--- config.mk ---
export PLATFORM = sky130hd
export DESIGN_NAME = lockstep_pipe
export DESIGN_NICKNAME = d
export VERILOG_FILES = /design/src/rtl/lockstep_pkg.sv /design/src/rtl/lockstep_xform.sv /design/src/rtl/lockstep_fifo.sv /design/src/rtl/lockstep_pipe.sv
export SDC_FILE = /design/constraint.sdc
export NUM_CORES = 1
export LEC_CHECK = 0
export BUFFER_PORTS_ARGS = -buffer_cell sky130_fd_sc_hd__buf_2
export CAP_MARGIN = 20
export CELL_PAD_IN_SITES_DETAIL_PLACEMENT = 1
export CELL_PAD_IN_SITES_GLOBAL_PLACEMENT = 2
export CORE_ASPECT_RATIO = 1.4
export CORE_MARGIN = 2
export CORE_UTILIZATION = 47
export DETAILED_ROUTE_END_ITERATION = 10
export PLACE_DENSITY_LB_ADDON = 0.1
export SLEW_MARGIN = 20
export SYNTH_ARGS = -nofsm -noshare
export SYNTH_HDL_FRONTEND = slang
export SYNTH_HIERARCHICAL = 1
export SYNTH_SLANG_ARGS = --single-unit
--- constraint.sdc ---
create_clock -name clk -period 3.2 [get_ports clk]
set_input_delay 0.48 -clock clk [delete_from_list [all_inputs] [get_ports clk]]
set_output_delay 0.48 -clock clk [all_outputs]
set_load 0.005 [all_outputs]
--- src/rtl/lockstep_pkg.sv ---
package lockstep_pkg;

    // Constants that generate the per-stage key
    localparam logic [31:0] KEY_MUL = 32'h9E37_79B9;
    localparam logic [31:0] KEY_ADD = 32'h0000_1357;

    typedef enum logic {
        XF_ADD = 1'b0,
        XF_XOR = 1'b1
    } xform_e;

    // Control decided once per clock for the whole chain
    typedef struct packed {
        logic advance;  // chain moves this cycle
        logic take;     // remove head of input queue
        logic emit;     // write final result into output queue
    } step_t;

    function automatic logic [31:0] stage_key(input int unsigned k);
        logic [31:0] kk;
        kk = k;
        return kk * KEY_MUL + KEY_ADD;
    endfunction

    function automatic xform_e stage_op(input int unsigned k);
        return (k % 2 == 1) ? XF_XOR : XF_ADD;
    endfunction

endpackage

--- src/rtl/lockstep_xform.sv ---
module lockstep_xform #(
    parameter int          DATA_W = 16,
    parameter int unsigned STAGE  = 1
) (
    input  logic [DATA_W-1:0] x_in,
    output logic [DATA_W-1:0] x_out
);
    import lockstep_pkg::*;

    localparam logic [31:0]       KEY_FULL = stage_key(STAGE);
    localparam logic [DATA_W-1:0] KEY      = KEY_FULL[DATA_W-1:0];
    localparam xform_e            OP       = stage_op(STAGE);

    generate
        if (OP == XF_XOR) begin : g_xor
            assign x_out = x_in ^ KEY;
        end else begin : g_add
            assign x_out = x_in + KEY;
        end
    endgenerate

endmodule

--- src/rtl/lockstep_fifo.sv ---
module lockstep_fifo #(
    parameter int DATA_W = 16,
    parameter int DEPTH  = 2    // power of two, at least 2
) (
    input  logic              clk,
    input  logic              rst,
    input  logic              push,
    input  logic [DATA_W-1:0] push_data,
    input  logic              pop,
    output logic [DATA_W-1:0] head,
    output logic              full,
    output logic              empty
);
    localparam int AW = $clog2(DEPTH);
    localparam int CW = $clog2(DEPTH + 1);

    logic [DATA_W-1:0] mem [DEPTH];
    logic [AW-1:0]     wp, rp;
    logic [CW-1:0]     cnt;
    logic              do_push, do_pop;

    assign full    = (cnt == CW'(DEPTH));
    assign empty   = (cnt == '0);
    assign do_push = push && !full;
    assign do_pop  = pop && !empty;
    assign head    = mem[rp];

    always_ff @(posedge clk) begin
        if (rst) begin
            wp  <= '0;
            rp  <= '0;
            cnt <= '0;
        end else begin
            if (do_push) wp <= wp + AW'(1);
            if (do_pop)  rp <= rp + AW'(1);
            cnt <= cnt + CW'(do_push) - CW'(do_pop);
        end
    end

    always_ff @(posedge clk) begin
        if (do_push) mem[wp] <= push_data;
    end

endmodule

--- src/rtl/lockstep_pipe.sv ---
module lockstep_pipe #(
    parameter int DATA_W     = 16,
    parameter int NUM_STAGES = 4,   // at least 2
    parameter int FIFO_DEPTH = 2
) (
    input  logic              clk,
    input  logic              rst,
    input  logic              in_valid,
    input  logic [DATA_W-1:0] in_data,
    output logic              in_ready,
    output logic              out_valid,
    output logic [DATA_W-1:0] out_data,
    input  logic              out_ready
);
    import lockstep_pkg::*;

    localparam int NREG = NUM_STAGES - 1;

    logic              in_full, in_empty, out_full, out_empty;
    logic [DATA_W-1:0] in_head;
    logic [NREG-1:0]   vld_q;
    logic [DATA_W-1:0] dat_q  [NREG];
    logic [DATA_W-1:0] xf_in  [NUM_STAGES];
    logic [DATA_W-1:0] xf_out [NUM_STAGES];
    step_t             step;

    // Input queue
    lockstep_fifo #(.DATA_W(DATA_W), .DEPTH(FIFO_DEPTH)) u_in_q (
        .clk(clk), .rst(rst),
        .push(in_valid), .push_data(in_data),
        .pop(step.take), .head(in_head),
        .full(in_full), .empty(in_empty)
    );
    assign in_ready = !in_full;

    // One transform per stage; stage k reads the slot in front of it
    assign xf_in[0] = in_head;
    generate
        for (genvar k = 0; k < NUM_STAGES; k++) begin : g_stage
            if (k > 0) begin : g_tap
                assign xf_in[k] = dat_q[k-1];
            end
            lockstep_xform #(.DATA_W(DATA_W), .STAGE(k + 1)) u_xf (
                .x_in(xf_in[k]), .x_out(xf_out[k])
            );
        end
    endgenerate

    // Global step: the full output condition holds the whole chain
    always_comb begin
        step.advance = !(vld_q[NREG-1] && out_full);
        step.take    = step.advance && !in_empty;
        step.emit    = step.advance && vld_q[NREG-1];
    end

    always_ff @(posedge clk) begin
        if (rst) begin
            vld_q <= '0;
        end else if (step.advance) begin
            for (int j = NREG - 1; j > 0; j--) vld_q[j] <= vld_q[j-1];
            vld_q[0] <= !in_empty;
        end
    end

    always_ff @(posedge clk) begin
        if (step.advance) begin
            for (int j = 0; j < NREG; j++) dat_q[j] <= xf_out[j];
        end
    end

    // Output queue
    lockstep_fifo #(.DATA_W(DATA_W), .DEPTH(FIFO_DEPTH)) u_out_q (
        .clk(clk), .rst(rst),
        .push(step.emit), .push_data(xf_out[NUM_STAGES-1]),
        .pop(out_ready), .head(out_data),
        .full(out_full), .empty(out_empty)
    );
    assign out_valid = !out_empty;

    // Checks beside the step logic
    AST_ENTRY_TAKES: assert property (@(posedge clk) disable iff (rst)
        (step.advance && !in_empty) |=> vld_q[0]);
    AST_ENTRY_BUBBLE: assert property (@(posedge clk) disable iff (rst)
        (step.advance && in_empty) |=> !vld_q[0]);
    AST_EMIT_LANDS: assert property (@(posedge clk) disable iff (rst)
        (step.advance && vld_q[NREG-1]) |=> !out_empty);
    AST_HOLD_FLAGS: assert property (@(posedge clk) disable iff (rst)
        (vld_q[NREG-1] && out_full) |=> $stable(vld_q));
    AST_HOLD_LAST: assert property (@(posedge clk) disable iff (rst)
        (vld_q[NREG-1] && out_full) |=> $stable(dat_q[NREG-1]));

    generate
        for (genvar j = 1; j < NREG; j++) begin : g_shift_chk
            AST_SHIFT_FLAG: assert property (@(posedge clk) disable iff (rst)
                step.advance |=> (vld_q[j] == $past(vld_q[j-1])));
        end
    endgenerate

endmodule

# Word level (Yosys, flattened, before mapping)
# Memory sizes are Yosys's and may differ from the RTL's. A register that Yosys moved wholly into a read port is not among the register bits.
# Index checks and enable logic that the tools add are counted.
[word_totals] register_bits=11 ram_bits=112 inputBits=20 out_inout_bits=18 wordCells=47 memories=3
[memory_table] name="dat_q" words=3 width=16 read_ports=3 rd_ports_with_merged_regs=0 write_ports=3 line="lockstep_pipe.sv:22" text="logic [DATA_W-1:0] dat_q [NREG];"
[memory_table] name="u_in_q.mem" words=2 width=16 read_ports=1 rd_ports_with_merged_regs=1 write_ports=1 line="lockstep_fifo.sv:17" text="logic [DATA_W-1:0] mem [DEPTH];"
[memory_table] name="u_out_q.mem" words=2 width=16 read_ports=1 rd_ports_with_merged_regs=1 write_ports=1 line="lockstep_fifo.sv:17"
[classes] n_addsub=10 eq_ne=2 mux=9 bitwise=2 n_reduce_logical=14
[ops] op="$add A16 B11 Y16 const B" n=1
[ops] op="$add A16 B16 Y16 const B" n=1
[ops] op="$mux W1" n=9
[ops] op="$logic_and A1 B1 Y1" n=7
[ops] op="$logic_not A1 Y1" n=5
[ops] op="$not A5 Y5" n=1
[ops] op="$add A1 B1 Y1 const B" n=4
[ops] op="$add A2 B1 Y2" n=2
[ops] op="$eq A2 B2 Y1 const B" n=2
[ops] op="$logic_not A2 Y1" n=2
[ops] op="$sub A2 B1 Y2" n=2
[ops] op="$not A3 Y3" n=1

# Logic depth before layout (Yosys ltp)
[depth] ltp_word=7 ltp_mapped=10 mapped_depth_nobuf=10

# Modules after synthesis
# The synthesis kept the hierarchy.
[by_module_without_submodules] mod="lockstep_fifo" n_inst=2 cells_each=77 area_per_inst_um2=1388.8 seq_area_each_um2=1061.0
[by_module_without_submodules] mod="lockstep_pipe" n_inst=1 cells_each=63 area_per_inst_um2=1571.5 seq_area_each_um2=1501.4
[by_module_without_submodules] mod="lockstep_xform (g_stage[3].u_xf)" n_inst=1 cells_each=66 area_per_inst_um2=457.9 seq_area_each_um2=0.0
[by_module_without_submodules] mod="lockstep_xform (g_stage[1].u_xf)" n_inst=1 cells_each=45 area_per_inst_um2=297.8 seq_area_each_um2=0.0
[by_module_without_submodules] mod="lockstep_xform (g_stage[2].u_xf)" n_inst=1 cells_each=16 area_per_inst_um2=108.9 seq_area_each_um2=0.0
[by_module_without_submodules] mod="lockstep_xform (g_stage[0].u_xf)" n_inst=1 cells_each=16 area_per_inst_um2=101.3 seq_area_each_um2=0.0

# Worst setup path after synthesis
# OpenSTA, ideal clock, no wires.
[synth_path] kind="register to register" startpoint="register u_out_q.cnt[0]" endpoint="memory u_out_q.mem[0][0] (enable)" setup_ns=0.364 t_arrival_ns=1.445 required_time_ns=2.836 slack_ns=1.391 stages_incl_launch_ff=7 n_path_buf=0 period_less_slack_ns=1.809 path_cell_list="dfxtp_1 -> nand2b_2 -> inv_2 -> nor2b_1 -> inv_1 -> or3_1 -> inv_1"
[synth_lines] item="start, declared" line="lockstep_fifo.sv:19" text="logic [CW-1:0] cnt;"
[synth_lines] item="start signal, assigned" line="lockstep_fifo.sv:36" text="cnt <= cnt + CW'(do_push) - CW'(do_pop);"
[synth_lines] item="end, declared" line="lockstep_fifo.sv:17"

==> metrics.md <==
| Metric | Value |
|---|---|
| Status | finished, final reports clean |
| Cell count after synthesis | 360 |
| Slew at the pin closest to its max-slew limit | 732.0 ps |
| Row Count | 45 |
| Skew-Pair Late Insertion Delay | 410 ps |
| Highest-count cells in the layout ignoring fill and taps | edfxtp_1 (112), buf_2 (37), mux2_1 (30) |
| Synth cell types | 50 |
| Total track usage | 14.68% |
| Unrepaired setup endpoints after global routing | false |
| Pins Over Slew Limit | 0 |
| Area after DPL | 0.005454 sq mm |
| Number of global-route vias before repair | 2926 |
| Nets@finish | 411 |
| CP Class | flip-flop to output port |
| Sequential-to-total area share from yosys stat | 68.17% |
| First-pass GRT wire length | 13530 um |
| Crit-path max FO | 16 |
| Clock root cell | clkbuf_16 |
| Fin crit period | 2183 ps |
| Crit. End Element | output port |
| Hold Path Depth | 1 |
| Final Instance Area | 0.006032 sq mm |
| Syn Area/Cell | 14.76 sq um |
| CTS Sinks | 125 |
| DR vias/cell | 5.132 |
| Final core utilization | 55.22% |
| Die ar. | 0.01219 sq mm |
| Clk slew on worst S/H paths | 60 ps |
| Leakage power | 2.246 nW |
| Non-Filler Instances | 538 |
| Diodes inserted | 0 |
| Core area | 0.01092 sq mm |
| FF+latch count, synth | 125 |
| Drt first pass iters | 4 |
| Resized cells post-CTS | 0 |
| FMAX | 458.0 MHz |
| Worst path bufs/invs | 1 |
| Pin count of the biggest net entering global routing | 28 |
| Routed Antenna Nets | 0 |
| PortBufs | 37 |
| Pwr dens | 974.4 mW/mm^2 |
| Setup Viol. Count Final | 0 |
| Proportion of layout cells with a drive suffix above 1 | 20.91% |
| Chip Width | 93.88 um |
| YS warnings | 6 |
| Wirelength per Cell | 14.57 um |
| Asr flop ratio synth | 0% |
| Worst path depth | 2 |
| Commonest non-fill, non-tap cell in the layout | edfxtp_1 |
| CP max-delay cell | dfxtp_1 |
| Routed via count | 2761 |
| CTS tree | built |
| Worst Reg-to-Reg Cells | 6 |
| Final hold violations | 0 |
| H-tree Lvls | 4 |
| Max VDD drop | 0.5339 mV |
| Total CTS buffers | 17 |
| Fillers | 1088 |
| Ys flop type | edfxtp_1 |
| GPL Wtd Cong | 0.7712 |
| Antenna violations before repair | 0 |
| Synthesized Nets | 386 |
| Clock Tree Buf Depth | 2 |
| Setup TNS | 0 ps |
| Grt ovf | 0 |
| Arr. time, crit path | 1700 ps |
| HPWL after DPL | 5501 um |
| CP max stage delay | 760 ps |
| Met3 wire len | 285 um |
| Period utilization | 68.23% |
| Post-CTS Hold Fix Bufs | 0 |
| Post-Place Cells | 507 |
| Worst min-delay path class | input port to flip-flop |
| Relative slew slack | 51.13% |
| IO Count | 38 |
| Area Growth Syn to Fin | 13.49% |
| Met2 wire length | 4459 um |
| Crit start category | flip-flop |
| Post-Syn Area | 0.005315 sq mm |
| Final Skew | 12.06 ps |
| Wire length on met1 | 2914 um |
| Critical path data required time | 2720 ps |
| 1st-iter DRT viols | 75 |
| Critical path, cell by cell | mux2_2 -> buf_2 |
| Number of synthesized flops with an enable pin | 112 |
| Max-Cap Viols | 0 |
| Drt drc | 0 |
| Post-Route WL | 7837 um |
| CP top delay family | flip-flops |
| Initial Utilization | 48.66% |
| Post-CTS Setup Inserts | 0 |
| Max Used Layer | met4 |
| Die height | 129.8 um |
==> state kept, by name, indices dropped and copies added (netlist names), named ones only <==
signal,count
u_in_q/mem,32
u_in_q/rp,1
u_out_q/mem,32
u_out_q/rp,1
u_in_q/cnt,2
u_in_q/wp,1
u_out_q/cnt,2
dat_q,48
u_out_q/wp,1
vld_q,3
==> final cells by class <==
cell class	count	area, sq um	share of cell area, %
clock buffers	17	425.4	7.052
clock inverters	14	152.6	2.531
inverters	26	97.59	1.618
multi-input cells	177	1364	22.61
flip-flops and latches	125	3623	60.07
well taps	141	176.4	2.925
repair buffers	38	192.7	3.194
==> power by group <==
part / switching [W] / leakage (nW) / internal [W]
clock network: 0.000641 / 0.277 / 0.00120
logic: 0.000633 / 0.768 / 0.000568
registers: 0.000383 / 1.20 / 0.00245
==> routing by layer <==
metal | GRT usage, % | vias up
met2 | 27.82 | 51
li1 | - | 1356
met1 | 14.01 | 1338
met4 | 7.502 | 0
met3 | 4.503 | 16
met5 | 0 | -
==> worst paths after layout <==
check	start	endpoint	slack [ps]
worst max-delay path	flip-flop	out_data[9]	1020
worst min-delay path	in_data[11]	u_in_q/mem[0][11]	260
worst max register to register	u_out_q/cnt[0]	u_out_q/mem[0][10]	1140
worst min register to register	dat_q[0][24]	dat_q[0][40]	420
==> cell usage after synthesis (all sizes together) (2+ instances only) <==
library cell	number	area (sq um)
a211oi	2	15.01
or3	4	25.02
a211o	2	17.52
a21oi	11	55.05
o31ai	3	22.52
or3b	2	17.52
inv	26	97.60
nand2b	6	42.54
o21a	4	32.53
xor2	10	87.58
o21ai	9	45.04
o211ai	4	30.03
and2	3	18.77
nor3	5	30.03
o221ai	3	26.28
nand2	9	38.79
ha	6	75.07
nand3	4	20.02
a2111oi	5	43.79
nand4b	2	17.52
edfxtp	112	3363
mux2	32	360.3
dfxtp	13	260.3
xnor2	15	131.4
nor2	17	63.81
and3	4	27.52
buf	31	226.5
nor2b	4	25.02
==> metrics by stage <==
step	total power, W	setup slack, ps	hold slack, ps
finish	0.005878	1017	257.1
global route	0.006235	921.8	240.9
CTS	0.005952	966.6	240.1
detailed placement	0.004067	1127	405.2
global placement	0.003984	1219	401.3
floorplan	0.003876	1391	437.8
==> logic make-up after synthesis <==
| kind of cell | synth area share, % |
|---|---|
| adder cells (fa/ha/maj) | 1.412 |
| AND/OR/NAND/NOR | 6.686 |
| AO/OA/AOI/OAI | 6.474 |
| buffers and inverters | 6.168 |
| flip-flops | 68.17 |
| multiplexers | 6.968 |
| XOR/XNOR | 4.120 |
(Power assumes the default switching activity.)
